<file path="config.mk">
export PLATFORM = sky130hd
export DESIGN_NAME = mem_interval_recorder
export DESIGN_NICKNAME = d
export VERILOG_FILES = /design/src/rtl/mir_pkg.sv /design/src/rtl/mir_track_table.sv /design/src/rtl/mir_interval_acc.sv /design/src/rtl/mir_log_reg.sv /design/src/rtl/mem_interval_recorder.sv
export SDC_FILE = /design/constraint.sdc
export NUM_CORES = 1
export LEC_CHECK = 0
export BUFFER_PORTS_ARGS = -buffer_cell sky130_fd_sc_hd__buf_2
export CAP_MARGIN = 30
export CORE_ASPECT_RATIO = 1.25
export CORE_MARGIN = 10
export CORE_UTILIZATION = 50
export DETAILED_ROUTE_END_ITERATION = 6
export GPL_TIMING_DRIVEN = 0
export HOLD_SLACK_MARGIN = 0.02
export PLACE_DENSITY = 0.69
export SYNTH_ARGS = -nofsm -noshare
export SYNTH_HDL_FRONTEND = slang
export SYNTH_SLANG_ARGS = --single-unit
</file>
<file path="constraint.sdc">
create_clock -name clk -period 4.25 [get_ports clk]
set_clock_uncertainty 0.2 [all_clocks]
set_input_delay 0.6375 -clock clk [delete_from_list [all_inputs] [get_ports clk]]
set_output_delay 0.6375 -clock clk [all_outputs]
set_load 0.02 [all_outputs]
</file>
<file path="src/rtl/mir_pkg.sv">
package mir_pkg;

  // An access that crossed an interval boundary must be recorded as an
  // exception: always in base mode, only when a line conflict was seen in
  // optimized mode.
  function automatic logic must_record(logic crossed, logic conflict, logic opt);
    return crossed & (~opt | conflict);
  endfunction

endpackage

</file>
<file path="src/rtl/mir_track_table.sv">
module mir_track_table #(
  parameter int DEPTH = 16,
  parameter int LINEW = 26,
  localparam int IDXW = $clog2(DEPTH)
) (
  input  logic            clk,
  input  logic            rst_n,
  input  logic            perf_valid,
  input  logic [IDXW-1:0] perf_idx,
  input  logic [LINEW-1:0] perf_line,
  input  logic            snoop_valid,
  input  logic [LINEW-1:0] snoop_line,
  input  logic            close_iv,
  input  logic [IDXW-1:0] head_idx,
  input  logic            clr,
  output logic            head_perf,
  output logic            head_crossed,
  output logic            head_conflict
);

  logic [DEPTH-1:0] valid_q, crossed_q, conf_q;
  logic [LINEW-1:0] line_q [DEPTH];
  logic [DEPTH-1:0] sel_perf, sel_clr, snoop_hit;

  for (genvar i = 0; i < DEPTH; i++) begin : g_ent
    assign sel_perf[i]  = perf_valid && (perf_idx == IDXW'(i));
    assign sel_clr[i]   = clr && (head_idx == IDXW'(i));
    assign snoop_hit[i] = snoop_valid && valid_q[i] && (line_q[i] == snoop_line);
  end

  always_ff @(posedge clk) begin
    if (!rst_n) begin
      valid_q   <= '0;
      crossed_q <= '0;
      conf_q    <= '0;
      for (int i = 0; i < DEPTH; i++) line_q[i] <= '0;
    end else begin
      for (int i = 0; i < DEPTH; i++) begin
        if (sel_clr[i]) begin
          valid_q[i] <= 1'b0;
        end else if (sel_perf[i]) begin
          valid_q[i]   <= 1'b1;
          crossed_q[i] <= 1'b0;
          conf_q[i]    <= 1'b0;
          line_q[i]    <= perf_line;
        end else if (valid_q[i]) begin
          if (close_iv)     crossed_q[i] <= 1'b1;
          if (snoop_hit[i]) conf_q[i]    <= 1'b1;
        end
      end
    end
  end

  assign head_perf     = valid_q[head_idx];
  assign head_crossed  = crossed_q[head_idx];
  assign head_conflict = conf_q[head_idx];

  // a count only retires an entry that has performed
  a_r2_clear_performed: assert property (@(posedge clk) disable iff (!rst_n)
    clr |-> valid_q[head_idx]);
  // a perform never lands on an entry still in flight
  a_r2_no_double_perform: assert property (@(posedge clk) disable iff (!rst_n)
    perf_valid |-> !valid_q[perf_idx]);
  // a conflict is only ever seen together with an interval crossing
  a_r6_conflict_implies_crossed: assert property (@(posedge clk) disable iff (!rst_n)
    (conf_q & ~crossed_q & valid_q) == '0);

endmodule

</file>
<file path="src/rtl/mir_interval_acc.sv">
module mir_interval_acc #(
  parameter int DEPTH  = 16,
  parameter int CNTW   = 8,
  parameter int MAXEXC = 4,
  localparam int IDXW  = $clog2(DEPTH),
  localparam int EXCW  = $clog2(MAXEXC + 1)
) (
  input  logic                   clk,
  input  logic                   rst_n,
  input  logic                   cnt_valid,
  input  logic                   head_perf,
  input  logic                   head_exc,
  input  logic                   snoop_valid,
  input  logic                   log_free,
  output logic                   cnt_ready,
  output logic                   cnt_fire,
  output logic                   close_iv,
  output logic                   log_load,
  output logic [IDXW-1:0]        head_idx,
  output logic [CNTW-1:0]        ld_count,
  output logic [EXCW-1:0]        ld_nexc,
  output logic [MAXEXC*CNTW-1:0] ld_exc
);

  localparam logic [CNTW-1:0] CNT_MAX = '1;

  logic [IDXW-1:0]                head_q;
  logic [CNTW-1:0]                cnt_q, cnt_nx;
  logic [EXCW-1:0]                nexc_q, nexc_nx;
  logic [MAXEXC-1:0][CNTW-1:0]    exc_q, exc_nx;
  logic                           full, self_close, rec;

  assign full       = (cnt_q == CNT_MAX) || (head_exc && nexc_q == EXCW'(MAXEXC));
  assign cnt_ready  = head_perf && log_free && !full;
  assign cnt_fire   = cnt_valid && cnt_ready;
  assign self_close = cnt_valid && head_perf && log_free && full;
  assign close_iv   = snoop_valid || self_close;
  assign rec        = cnt_fire && head_exc;

  always_comb begin
    cnt_nx  = cnt_q + CNTW'(cnt_fire);
    nexc_nx = nexc_q + EXCW'(rec);
    exc_nx  = exc_q;
    for (int k = 0; k < MAXEXC; k++)
      if (rec && nexc_q == EXCW'(k)) exc_nx[k] = cnt_q;
  end

  assign log_load = close_iv && (cnt_nx != '0);
  assign ld_count = cnt_nx;
  assign ld_nexc  = nexc_nx;
  assign ld_exc   = exc_nx;
  assign head_idx = head_q;

  always_ff @(posedge clk) begin
    if (!rst_n) begin
      head_q <= '0;
      cnt_q  <= '0;
      nexc_q <= '0;
      exc_q  <= '0;
    end else begin
      if (cnt_fire) head_q <= head_q + 1'b1;
      if (close_iv) begin
        cnt_q  <= '0;
        nexc_q <= '0;
        exc_q  <= '0;
      end else begin
        cnt_q  <= cnt_nx;
        nexc_q <= nexc_nx;
        exc_q  <= exc_nx;
      end
    end
  end

  // no access is counted while the log output is blocked
  a_r8_idle_while_blocked: assert property (@(posedge clk) disable iff (!rst_n)
    !log_free |-> cnt_q == '0);
  // the exception list never exceeds its capacity
  a_r9_exc_bound: assert property (@(posedge clk) disable iff (!rst_n)
    nexc_q <= EXCW'(MAXEXC));
  // an entry is only loaded when the output can take it
  a_r4_load_when_free: assert property (@(posedge clk) disable iff (!rst_n)
    log_load |-> log_free);

endmodule

</file>
<file path="src/rtl/mir_log_reg.sv">
module mir_log_reg #(
  parameter int CNTW   = 8,
  parameter int MAXEXC = 4,
  localparam int EXCW  = $clog2(MAXEXC + 1)
) (
  input  logic                   clk,
  input  logic                   rst_n,
  input  logic                   load,
  input  logic [CNTW-1:0]        in_count,
  input  logic [EXCW-1:0]        in_nexc,
  input  logic [MAXEXC*CNTW-1:0] in_exc,
  input  logic                   log_ready,
  output logic                   log_valid,
  output logic                   log_free,
  output logic [CNTW-1:0]        log_count,
  output logic [EXCW-1:0]        log_nexc,
  output logic [MAXEXC*CNTW-1:0] log_exc
);

  assign log_free = !log_valid || log_ready;

  always_ff @(posedge clk) begin
    if (!rst_n) begin
      log_valid <= 1'b0;
      log_count <= '0;
      log_nexc  <= '0;
      log_exc   <= '0;
    end else if (load) begin
      log_valid <= 1'b1;
      log_count <= in_count;
      log_nexc  <= in_nexc;
      log_exc   <= in_exc;
    end else if (log_ready) begin
      log_valid <= 1'b0;
    end
  end

  // a waiting entry holds steady until taken
  a_r8_hold_stable: assert property (@(posedge clk) disable iff (!rst_n)
    (log_valid && !log_ready) |=> (log_valid && $stable(log_count)
                                   && $stable(log_nexc) && $stable(log_exc)));
  // a presented entry is never empty
  a_r4_nonempty: assert property (@(posedge clk) disable iff (!rst_n)
    log_valid |-> log_count != '0);

endmodule

</file>
<file path="src/rtl/mem_interval_recorder.sv">
module mem_interval_recorder #(
  parameter int DEPTH  = 16,
  parameter int LINEW  = 26,
  parameter int CNTW   = 8,
  parameter int MAXEXC = 4,
  localparam int IDXW  = $clog2(DEPTH),
  localparam int EXCW  = $clog2(MAXEXC + 1)
) (
  input  logic                   clk,
  input  logic                   rst_n,
  input  logic                   opt_mode,
  input  logic                   perf_valid,
  input  logic [IDXW-1:0]        perf_seq,
  input  logic [LINEW-1:0]       perf_line,
  input  logic                   cnt_valid,
  output logic                   cnt_ready,
  input  logic                   snoop_valid,
  input  logic [LINEW-1:0]       snoop_line,
  output logic                   log_valid,
  input  logic                   log_ready,
  output logic [CNTW-1:0]        log_count,
  output logic [EXCW-1:0]        log_nexc,
  output logic [MAXEXC*CNTW-1:0] log_exc
);

  logic                   head_perf, head_crossed, head_conflict, head_exc;
  logic                   cnt_fire, close_iv, log_load, log_free;
  logic [IDXW-1:0]        head_idx;
  logic [CNTW-1:0]        ld_count;
  logic [EXCW-1:0]        ld_nexc;
  logic [MAXEXC*CNTW-1:0] ld_exc;

  assign head_exc = mir_pkg::must_record(head_crossed, head_conflict, opt_mode);

  mir_track_table #(.DEPTH(DEPTH), .LINEW(LINEW)) u_table (
    .clk, .rst_n, .perf_valid, .perf_idx(perf_seq), .perf_line,
    .snoop_valid, .snoop_line, .close_iv, .head_idx, .clr(cnt_fire),
    .head_perf, .head_crossed, .head_conflict
  );

  mir_interval_acc #(.DEPTH(DEPTH), .CNTW(CNTW), .MAXEXC(MAXEXC)) u_acc (
    .clk, .rst_n, .cnt_valid, .head_perf, .head_exc, .snoop_valid, .log_free,
    .cnt_ready, .cnt_fire, .close_iv, .log_load, .head_idx,
    .ld_count, .ld_nexc, .ld_exc
  );

  mir_log_reg #(.CNTW(CNTW), .MAXEXC(MAXEXC)) u_log (
    .clk, .rst_n, .load(log_load), .in_count(ld_count), .in_nexc(ld_nexc),
    .in_exc(ld_exc), .log_ready, .log_valid, .log_free,
    .log_count, .log_nexc, .log_exc
  );

  // an entry never lists more exceptions than accesses
  a_r7_nexc_le_count: assert property (@(posedge clk) disable iff (!rst_n)
    log_valid |-> (32'(log_nexc) <= 32'(log_count)));
  // nothing is countable in the cycle after reset release
  a_r1_idle_after_reset: assert property (@(posedge clk) disable iff (!rst_n)
    $rose(rst_n) |-> (!log_valid && !cnt_ready));

endmodule

</file>
==> results of run 1 <==
cell type report:
class	instances	area [sq um]	share of cell area [%]
Multi-Input combinational cell	1281	8840	30.3
Tap cell	651	815	2.80
Clock buffer	66	1450	4.98
Clock inverter	33	233	0.799
Sequential cell	555	15300	52.5
Inverter	37	139	0.477
Timing Repair Buffer	158	1530	5.24
Antenna cell	1	2.50	0.00859
Buffer	160	841	2.89
power by group through the flow:
stage | combinational [mW] | sequential (mW) | clock (mW)
after floorplan | 0.696 | 6.36 | 0
after global placement | 1.04 | 6.38 | 0
after detailed placement | 1.15 | 6.39 | 0
after CTS | 1.17 | 6.27 | 4.65
after global routing | 1.25 | 6.29 | 4.86
final | 1.20 | 6.27 | 4.65
cells by family (layout without fill, tap and decap cells):
logic type	count (synthesis)	count (layout)	synth area share, %
flip-flops	555	555	61.6
adder cells (fa/ha/maj)	8	8	0.404
AO/OA/AOI/OAI	138	138	4.14
XOR/XNOR	425	425	15.0
multiplexers	49	49	2.63
buffers and inverters	197	454	3.59
other	0	1	0
AND/OR/NAND/NOR	661	661	12.6
worst max-delay path, stage by stage (launching register included):
cell and delay [ns]:
dfxtp_4 0.36, buf_8 0.14, buf_12 0.14, mux4_2 0.56, a32oi_2 0.22, nand4_2 0.17
nand4_4 0.13, buf_8 0.11, and2_1 0.15, buf_6 0.11, ha_2 0.22, ha_4 0.17
nand3_4 0.09, xor2_2 0.22, nand4_1 0.17, nor4_2 0.30, a21oi_2 0.12, buf_4 0.19
clkbuf_8 0.17, a211oi_1 0.24
sequential cells by signal (all words and copies together) (netlist names):
name	flops
u_acc.head_idx	4
u_acc.nexc_q	3
u_acc.cnt_q	8
u_acc.exc_q	32
u_table.conf_q	16
u_table.crossed_q	16
u_log.log_nexc	3
u_log.log_count	8
u_table.valid_q	16
u_log.log_exc	32
u_log.log_valid	1
u_table.line_q	416
final timing paths:
kind / to
max: u_log.log_exc[16]$_SDFFE_PN0P_
min: u_log.log_valid$_SDFFE_PN0P_
max reg2reg: u_log.log_exc[16]$_SDFFE_PN0P_
min reg2reg: u_table.crossed_q[15]$_SDFFE_PN0P_
metrics by stage:
step	power (mW)	util, %	instance area [sq um]
6_report	12.1	59.2	29100
3_3_place_gp	7.42	52.9	26000
3_5_place_dp	7.54	54.6	26900
4_1_cts	12.1	58.6	28800
5_1_grt	12.4	59.2	29100
2_1_floorplan	7.06	-	24800
layout by cell type, fill, tap and decap left out, types with 8 or more instances in the layout:
cell type  netlist  layout
a211oi_1        37      25
a211oi_2         0      12
a21oi_1         13      12
a31oi_1         12      12
buf_16           0      11
buf_2           15      93
buf_4           19      42
buf_6            8      13
buf_8            0      40
clkbuf_1       113     112
clkbuf_16        0      55
clkbuf_8         0       8
clkinv_1         0      11
clkinv_2         0      16
dfxtp_1        139     138
edfxtp_1       416     416
inv_1           37      37
mux2i_1         36      36
mux4_2          10      10
nand2_1         65      65
nand2b_1        10       9
nand3_1         38      36
nand4_1        102     102
nor2_1         363     356
nor3_1          26      26
nor4_1          19      18
o2111ai_1       12      12
o211a_1         14      14
o21ai_0         13      12
xnor2_1        408     408
xor2_1          17      12
timing repair:
action	in CTS	in global routing
setup buffers	15	6
setup endpoints to repair	96	44
hold buffers	0	0
pin swaps	5	5
gates resized for setup	42	27
cloned	0	1
metal layers:
layer | global-route usage, % | vias to the layer above | routed length (um)
li1 | - | 7540 | -
met1 | 30.5 | 8615 | 27900
met2 | 45.3 | 978 | 39300
met3 | 4.86 | 231 | 7290
met4 | 15.1 | 0 | 4810
met5 | 0 | - | 0
==> summary.md, run 1 <==
| Metric | Value |
|---|---|
| Asr flop ratio synth | 0% |
| Leak pwr | 10.1 nW |
| CTS root buffer | clkbuf_16 |
| Vias/cell | 5.90 |
| CORE AREA | 49200 sq um |
| Netlist cell types | 57 |
| Switch share | 24.5% |
| Max Cap Violations | 0 |
| Final setup viols | 8 |
| Pin count of the biggest net entering global routing | 27 |
| Synth top cells by count | edfxtp_1, xnor2_1, nor2_1, dfxtp_1, clkbuf_1 |
| Peak VDD IR | 0.000315 V |
| Critical path endpoint category | flip-flop |
| Worst hold path type | input port to flip-flop |
| Synthesized area | 24800 sq um |
| Crit path from | u_acc.head_idx[1]$_SDFFE_PN0N_ |
| Vias in the first global route | 16800 |
| Total CTS buffers | 53 |
| Fmax | 0.233 GHz |
| Detail Route Antenna Nets | 0 |
| Hold WS | 0.130 ns |
| Setup Slack @ Placement | -0.658 ns |
| All-Layer GR Usage | 26.4% |
| Mapped Cells | 2033 |
| Critical Path RT | 4.57 ns |
| Sink Count | 555 |
| Crit path DAT | 4.61 ns |
| WL final | 79.4 mm |
| Die width | 219 um |
| Dpl hpwl | 57.3 mm |
| Wire per inst | 27.0 um |
| Setup WS post-layout | -0.0340 ns |
| Vias | 17400 |
| Nets | 2317 |
| Drt drc | 0 |
| Cell taking the most area after synthesis | edfxtp_1 |
| Internal power | 9.15 mW |
| Crit-path max FO | 10 |
| Port bufs | 79 |
| Max-slew violations | 0 |
| Most frequent cell after synthesis | edfxtp_1 |
| Syn avg cell area | 12.2 sq um |
| Die footprint | 59000 sq um |
| Skew-Pair Late Insertion Delay | 0.62 ns |
| Syn_nets | 2104 |
| Non-Filler Instances | 2942 |
| Share of cells above drive strength 1 | 15.8% |
| Clock tree buffer depth | 3 |
| Reg2reg setup slack | -0.03 ns |
| Post-route setup TNS | -0.135 ns |
| GRT overflow | 0 |
| Main synth FF type | edfxtp_1 |
| Slew Limit Headroom | 26.8% |
| Initial antenna violation count | 0 |
| Fin crit share | 101% |
| Layout fillers | 3933 |
| FF-to-FF path depth | 19 |
| RD Place Congestion | 0.944 |
| Slew @ Worst Pin | 1.10 ns |
| Synth warn | 0 |
| H-tree levels | 2 |
| Failing checks | setup timing |
| #FFs+latches synth | 555 |
| Global-route wire length before repair | 113 mm |
| 1st-pass router iterations | 7 |
| TritonCTS clock tree | yes |
| Outcome | finished with violations |
| # IOs | 108 |
| Drt initial violations | 2086 |
| Clock power frac | 38.4% |
| RR Startpoint | u_acc.head_idx[1]$_SDFFE_PN0N_ |
| Initial Utilization | 50.4% |
| Reg clk slew, reported paths | 0.06 ns |
| Logic pwr share | 9.9% |
| Hold path depth | 4 |
| Seq/Total Area, Yosys | 61.6% |
| Setup CP Type | flip-flop to flip-flop |
| Sequential share of power | 51.7% |
| Fin. Hold Viols | 0 |
| Top cells by area, synth | edfxtp_1, xnor2_1, dfxtp_1 |
| Post-Place Cells | 2814 |
| Min-Delay Startpoint | log_ready |
| Startpoint types | flip-flop |
| Min Tclk post-route | 4.28 ns |
| Number of synthesized flops with an enable pin | 416 |
| PD cells | 416 nW/um^2 |
| Row count | 91 |
| Synth-to-layout area growth | 17.4% |
| Share of the synthesized area in the top cell type | 50.4% |
| Switching power | 2.97 mW |
| Die Height | 269 um |
No activity file was read; power rests on OpenSTA's default activity.
==> run 2: changes to the inputs <==
--- a/config.mk
+++ b/config.mk
@@ -9,11 +9,10 @@
 export CAP_MARGIN = 30
 export CORE_ASPECT_RATIO = 1.25
 export CORE_MARGIN = 10
-export CORE_UTILIZATION = 50
+export CORE_UTILIZATION = 38
 export DETAILED_ROUTE_END_ITERATION = 6
 export GPL_TIMING_DRIVEN = 0
 export HOLD_SLACK_MARGIN = 0.02
-export PLACE_DENSITY = 0.69
 export SYNTH_ARGS = -nofsm -noshare
 export SYNTH_HDL_FRONTEND = slang
 export SYNTH_SLANG_ARGS = --single-unit
==> run 2 against run 1 <==
The flow now finishes without violations; register-to-register slack better by 0.24 ns; first-iteration DRC count down 27%; fmax up 5.8%; sequential power about the same; count of clock-buffer cells in the layout up 7.
==> summary.md, run 2 (synthesized netlist as in run 1, its figures left out) <==
| Metric | Value |
|---|---|
| Outcome | complete, no violations |
| Hold endpoint | u_table.line_q[0][119]$_SDFFCE_PN0P_ |
| Slew @ Worst Pin | 1.10 ns (-0.00244 ns) |
| Sink Count | 555 (unchanged) |
| CORE AREA | 64500 sq um (+31%) |
| # IOs | 108 (unchanged) |
| Vias | 17000 (-2.4%) |
| CTS root buffer | clkbuf_16 |
| PD cells | 421 nW/um^2 (+1.2%) |
| Startpoint types | flip-flop |
| Wire per inst | 25.6 um (-5.0%) |
| Cell area after layout | 29200 sq um (+0.21%) |
| Max-slew violations | 0 (unchanged) |
| Logic pwr share | 9.5% (-0.4 points) |
| FF-to-FF path depth | 20 (+1) |
| Global-route wire length before repair | 115 mm (+2.4%) |
| Fin util | 45.2% (-14 points) |
| Nets | 2296 (-0.91%) |
| Drt drc | 0 (unchanged) |
| Setup CP Type | flip-flop to flip-flop |
| Switch share | 23.9% (-0.55 points) |
| Die footprint | 75900 sq um (+29%) |
| Row count | 104 (+14%) |
| Dpl hpwl | 58.9 mm (+2.9%) |
| Share of cells above drive strength 1 | 14.7% (-1.1 points) |
| Leak pwr | 9.98 nW (-1.2%) |
| Critical Path RT | 4.58 ns (about the same) |
| Port bufs | 79 (unchanged) |
| Post-route setup TNS | 0 ns (+0.135 ns) |
| Most frequent cells in the layout | edfxtp_1, xnor2_1, nor2_1, dfxtp_1, clkbuf_1 |
| Synth-to-layout area growth | 17.7% |
| Initial Utilization | 38.4% (-12 points) |
| Detail Route Antenna Nets | 0 (unchanged) |
| Most common cell after layout, fill and taps aside | edfxtp_1 |
| RD Place Congestion | 0.879 (-6.9%) |
| RSZ-0062 raised after global routing | false |
| All-Layer GR Usage | 20.3% (-6.0 points) |
| Pin count of the biggest net entering global routing | 27 (unchanged) |
| Min-Delay Startpoint | perf_line[15] |
| Final setup viols | 0 (-8) |
| Max Cap Violations | 0 (unchanged) |
| Internal power | 9.35 mW (+2.2%) |
| Fin crit share | 95.3% (-5.5 points) |
| Regs by FF count | u_table.line_q x416, u_acc.exc_q x32, u_log.log_exc x32 |
| GRT overflow | 0 (unchanged) |
| Peak VDD IR | 0.000262 V (-17%) |
| Drt initial violations | 1525 (-27%) |
| Worst hold path type | input port to flip-flop |
| Fin. Hold Viols | 0 (unchanged) |
| Total CTS buffers | 54 (+1.9%) |
| Switching power | 2.95 mW (-0.82%) |
| Initial antenna violation count | 2 (+2) |
| Skew-Pair Late Insertion Delay | 0.63 ns (about the same) |
| Clock power frac | 39.5% (+1.1 points) |
| Reg clk slew, reported paths | 0.07 ns (about the same) |
| Crit path DAT | 4.38 ns (-0.23 ns) |
| RR Startpoint | u_acc.head_idx[1]$_SDFFE_PN0N_ |
| Hold path depth | 3 (-1) |
| Sequential share of power | 51.0% (-0.7 points) |
| Placed cell areas | 27000 sq um (+0.64%) |
| Reg-to-Reg End | u_log.log_count[0]$_SDFFE_PN0P_ |
| Clock tree buffer depth | 3 (unchanged) |
| Critical path endpoint category | flip-flop |
| 1st-pass router iterations | 5 (-2) |
| Reg2reg setup slack | 0.20 ns (+0.24 ns) |
| H-tree levels | 2 (unchanged) |
| Fmax | 0.247 GHz (+5.8%) |
| Die Height | 306 um (+14%) |
| Slew Limit Headroom | 26.9% (+0.16 points) |
| Largest Register | u_table.line_q |
| Vias in the first global route | 17000 (+1.0%) |
| Crit-path max FO | 10 (unchanged) |
| TritonCTS clock tree | yes |
| Min Tclk post-route | 4.05 ns (-0.236 ns) |
| WL final | 79.8 mm (+0.55%) |
| Largest register FFs | 416 (unchanged) |
| Vias/cell | 5.44 (-7.8%) |
| Die width | 248 um (+13%) |
-- run 2: area by class of cell --
| cell class | count | area (sq um) |
|---|---|---|
| flip-flops and latches | 555 | 15300 |
| inverters | 37 | 139 |
| multi-input cells | 1281 | 8880 |
| plain buffers | 160 | 831 |
| diodes | 1 | 2.50 |
| repair buffers | 136 | 1240 |
| well taps | 848 | 1060 |
| clock inverters | 24 | 265 |
| clock buffers | 73 | 1500 |
| fillers | 5906 | 35400 |
-- run 2: worst max-delay path by stage --
| stage | start | to | cells after the start |
|---|---|---|---|
| finish | u_acc.head_idx[1]$_SDFFE_PN0N_ | u_log.log_count[0]$_SDFFE_PN0P_ | 20 |
| global placement | u_acc.head_idx[2]$_SDFFE_PN0N_ | u_table.line_q[0][294]$_DFFE_PP_ | 10 |
| floorplan | u_acc.head_idx[1]$_SDFFE_PN0N_ | u_table.line_q[0][286]$_DFFE_PP_ | 8 |
| detailed placement | u_acc.head_idx[0]$_SDFFE_PN0N_ | u_log.log_nexc[0]$_SDFFE_PN0P_ | 18 |
| global route | u_acc.head_idx[1]$_SDFFE_PN0N_ | u_log.log_exc[17]$_SDFFE_PN0P_ | 20 |
| CTS | u_acc.head_idx[1]$_SDFFE_PN0N_ | u_log.log_exc[21]$_SDFFE_PN0P_ | 20 |
-- run 2: worst max-delay path: stages (launching register included) --
cell and delay [ns]:
dfxtp_4 0.36, buf_8 0.13, buf_12 0.15, mux4_2 0.56, a32oi_2 0.20, nand4_2 0.17, nand4_4 0.15, buf_8 0.10
and2_1 0.14, buf_6 0.12, ha_4 0.16, ha_4 0.16, nand3_4 0.09, nor2_4 0.16, xor2_2 0.22, nor4_4 0.08
a21oi_2 0.21, buf_2 0.21, clkbuf_8 0.18, nand3_1 0.08, o21ai_0 0.12
-- run 2: repair_timing --
| item | 4_1_cts | 5_1_grt |
|---|---|---|
| gates cloned | 0 | 1 |
| hold buffers | 0 | 0 |
| gates resized for setup | 33 | 40 |
| endpoints found under the setup margin | 44 | 44 |
| pin swaps | 4 | 6 |
| buffers inserted | 6 | 4 |
-- run 2: layer usage --
metal	part of all wire (%)	track usage (%)	vias to the layer above
li1	-	-	7485
met1	39	24.7	8548
met2	50	35.6	740
met3	6.7	3.04	178
met4	4.0	8.15	2
met5	0.011	0	-
-- run 2: power by group through the flow --
stage / Combinational (mW) / Clock (mW) / Sequential [mW]
after CTS: 1.16 / 4.90 / 6.27
after global routing: 1.24 / 5.09 / 6.29
after floorplan: 0.696 / 0 / 6.36
final: 1.17 / 4.86 / 6.27
after global placement: 1.06 / 0 / 6.38
after detailed placement: 1.16 / 0 / 6.39
-- run 2: per-stage QoR --
step	total power [mW]	instances	hold slack (ns)	setup slack (ns)
floorplan	7.06	2033	0.222	0.0234
global placement	7.43	2960	0.236	-1.57
detailed placement	7.54	3006	0.243	-0.724
CTS	12.3	3109	0.131	-0.0160
global route	12.6	3114	0.157	0.00729
finish	12.3	3115	0.147	0.202
==> run 3: changes to the inputs <==
--- a/config.mk
+++ b/config.mk
@@ -5,6 +5,7 @@
 export SDC_FILE = /design/constraint.sdc
 export NUM_CORES = 1
 export LEC_CHECK = 0
+export ABC_AREA = 1
 export BUFFER_PORTS_ARGS = -buffer_cell sky130_fd_sc_hd__buf_2
 export CAP_MARGIN = 30
 export CORE_ASPECT_RATIO = 1.25
==> run 3 against run 2 <==
Setup slack better by 0.11 ns; count of clock-buffer cells in the layout up 6; highest routed layer is now met4; final cell count up 18%; combinational power about the same; utilization down 1.0 points; largest cell class unchanged; sequential share of layout area down 0.39 points.
==> summary.md, run 3 <==
| Metric | Value |
|---|---|
| Outcome | complete, no violations |
| Diodes inserted | 0 (-1) |
| Dpl hpwl | 63.4 mm (+7.7%) |
| Wire per inst | 23.4 um (-8.5%) |
| Regs by FF count | u_table.line_q x416, u_acc.exc_q x32, u_log.log_exc x32 |
| Post-route setup TNS | 0 ns (unchanged) |
| Crit path DAT | 4.27 ns (-0.11 ns) |
| Non-Filler Instances | 3681 (+18%) |
| Fin. Hold Viols | 0 (unchanged) |
| Critical Path RT | 4.57 ns (about the same) |
| Register Area | 15300 sq um (about the same) |
| Max Cap Violations | 0 (unchanged) |
| Total CTS buffers | 59 (+9.3%) |
| Fin crit share | 92.8% (-2.5 points) |
| Share of cells above drive strength 1 | 10.8% (-3.9 points) |
| Die footprint | 77700 sq um (+2.3%) |
| GRT overflow | 0 (unchanged) |
| Most frequent cells in the layout | nor2_1, edfxtp_1, nand2_1, inv_1, nand3_1 |
| Sink Count | 555 (unchanged) |
| Skew-Pair Late Insertion Delay | 0.66 ns (+0.03 ns) |
| Worst hold path type | input port to flip-flop |
| TritonCTS clock tree | yes |
| PD cells | 435 nW/um^2 (+3.2%) |
| Most common cell after layout, fill and taps aside | nor2_1 |
| Post-Place Cells | 3571 (+19%) |
| Synth-to-layout area growth | 15.7% |
| Pin count of the biggest net entering global routing | 29 (+7.4%) |
| Largest register FFs | 416 (unchanged) |
| Syn_nets | 2672 (+27%) |
| Asr flop ratio synth | 0% (unchanged) |
| RSZ-0062 raised after global routing | false |
| Vias | 19700 (+16%) |
| Critical path endpoint category | flip-flop |
| All-Layer GR Usage | 21.8% (+1.5 points) |
| Min Tclk post-route | 3.94 ns (-0.106 ns) |
| Slew @ Worst Pin | 1.07 ns (-0.0268 ns) |
| Fmax | 0.254 GHz (+2.7%) |
| Area taken by multi-input logic gates | 8700 sq um (-2.0%) |
| Port bufs | 92 (+16%) |
| Main synth FF type | edfxtp_1 |
| Initial Utilization | 38.2% (-0.24 points) |
| Most frequent cell after synthesis | nor2_1 |
| Startpoint types | flip-flop |
| Final Power | 12.8 mW (+4.0%) |
| Initial antenna violation count | 1 (-1) |
| Syn avg cell area | 9.78 sq um (-20%) |
| Peak VDD IR | 0.000368 V (+40%) |
| Die width | 251 um (+1.2%) |
| Synthesized area | 25400 sq um (+2.5%) |
| Synth warn | 0 (unchanged) |
| #FFs+latches synth | 555 (unchanged) |
| # IOs | 108 (unchanged) |
| Share of the synthesized area in the top cell type | 49.1% (-1.2 points) |
| Detail Route Antenna Nets | 0 (unchanged) |
| WL final | 86.3 mm (+8.2%) |
| Drt initial violations | 2108 (+38%) |
| Synth top cells by count | nor2_1, edfxtp_1, nand2_1, inv_1, nand3_1 |
| 1st-pass router iterations | 6 (+1) |
| Seq/Total Area, Yosys | 60.1% (-1.5 points) |
| Setup CP Type | flip-flop to flip-flop |
| Row count | 106 (+1.9%) |
| Hold buffers post-CTS | 0 (unchanged) |
| Top cells by area, synth | edfxtp_1, dfxtp_1, nor2_1 |
| H-tree levels | 2 (unchanged) |
| Netlist cell types | 37 (-35%) |
| Vias in the first global route | 19400 (+14%) |
| Die Height | 309 um (+1.2%) |
| Global-route wire length before repair | 126 mm (+8.9%) |
| Mapped Cells | 2601 (+28%) |
| Number of synthesized flops with an enable pin | 416 (unchanged) |
| CTS root buffer | clkbuf_16 |
| Drt drc | 0 (unchanged) |
| Reg clk slew, reported paths | 0.06 ns (about the same) |
| Fin util | 44.2% (-1.0 points) |
| Vias/cell | 5.35 (-1.7%) |
| Clock tree buffer depth | 3 (unchanged) |
| Leak pwr | 10.8 nW (+8.1%) |
| CORE AREA | 66600 sq um (+3.2%) |
| Final setup viols | 0 (unchanged) |
| Nets | 2843 (+24%) |
| Crit-path max FO | 19 (+9) |
| Slew Limit Headroom | 28.7% (+1.8 points) |
| RD Place Congestion | 0.966 (+9.9%) |
| Largest Register | u_table.line_q |
| Max-slew violations | 0 (unchanged) |
| Cell taking the most area after synthesis | edfxtp_1 |
| Layout fillers | 6404 (+8.4%) |
| Hold WS | 0.108 ns (-0.0390 ns) |
==> run 3: cell types whose count changed after synthesis, moves of 36 or more <==
cell,delta
nor2_1,+75
mux2i_1,-36
nand4_1,-43
inv_1,+168
xnor2_1,-309
nand3_1,+102
nand2_1,+336
xor2_1,+91
o21ai_0,+101
a21oi_1,+95
==> run 3: final cells by class <==
type / instances / share of cell area (%)
flip-flops and latches: 555 / 52.0
multi-input cells: 1680 / 29.6
clock buffers: 79 / 5.73
well taps: 864 / 3.68
repair buffers: 111 / 2.79
inverters: 216 / 2.77
plain buffers: 149 / 2.42
clock inverters: 27 / 1.09
==> run 3: worst max-delay path, cell delays in order (launching register included) <==
cell,delay (ns)
dfxtp_4,0.38
inv_2,0.07
clkbuf_4,0.22
nor2_1,0.05
o21ai_0,0.23
nand2_1,0.12
nand2_1,0.12
inv_1,0.05
nand2_1,0.06
nand3_1,0.07
nor2_2,0.17
buf_6,0.21
ha_1,0.20
ha_1,0.22
nand2_1,0.07
inv_1,0.07
nand2_1,0.09
xor2_2,0.18
nor3_1,0.17
nand4_1,0.18
a21boi_4,0.19
buf_12,0.15
buf_2,0.18
nor2_1,0.12
nor2_1,0.05
==> run 3: cell families after synthesis <==
group                    share of synthesized area [%]
XOR/XNOR                                          7.13
AND/OR/NAND/NOR                                   19.0
buffers and inverters                             5.86
adder cells (fa/ha/maj)                          0.394
flip-flops                                        60.1
AO/OA/AOI/OAI                                     7.51
==> run 3: final timing paths <==
| path | startpoint | to | slack [ns] | cells past startpoint |
|---|---|---|---|---|
| worst max-delay path | u_acc.head_idx[0]$_SDFFE_PN0N_ | u_log.log_count[2]$_SDFFE_PN0P_ | 0.31 | 24 |
| worst min-delay path | perf_line[9] | u_table.line_q[0][113]$_SDFFCE_PN0P_ | 0.11 | 3 |
| worst max register to register | u_acc.head_idx[0]$_SDFFE_PN0N_ | u_log.log_count[2]$_SDFFE_PN0P_ | 0.31 | 24 |
| worst min register to register | u_table.conf_q[3]$_SDFFE_PN0P_ | u_table.conf_q[3]$_SDFFE_PN0P_ | 0.25 | 2 |
==> run 3: timing repair <==
| item | CTS | global route |
|---|---|---|
| setup endpoints to repair | 44 | 44 |
| buffers inserted | 2 | 3 |
| gates resized for setup | 7 | 22 |
==> run 3: routing by layer <==
| layer | wire (um) | track usage [%] |
|---|---|---|
| met1 | 32800 | 25.5 |
| met2 | 43200 | 39.1 |
| met3 | 5880 | 2.77 |
| met4 | 4370 | 10.5 |
| met5 | 0 | 0 |
==> run 3: per-stage QoR <==
| step | setup WS [ns] | cell area, sq um |
|---|---|---|
| after floorplan | 0.860 | 25400 |
| after global placement | -0.249 | 27000 |
| after detailed placement | -0.230 | 27300 |
| after CTS | -0.0100 | 29300 |
| after global routing | 0.0613 | 29400 |
| final | 0.308 | 29400 |
==> run 3: power by group <==
part	internal, mW	switching, mW
sequential	6.13	0.142
clock	3.14	2.23
combinational	0.347	0.803
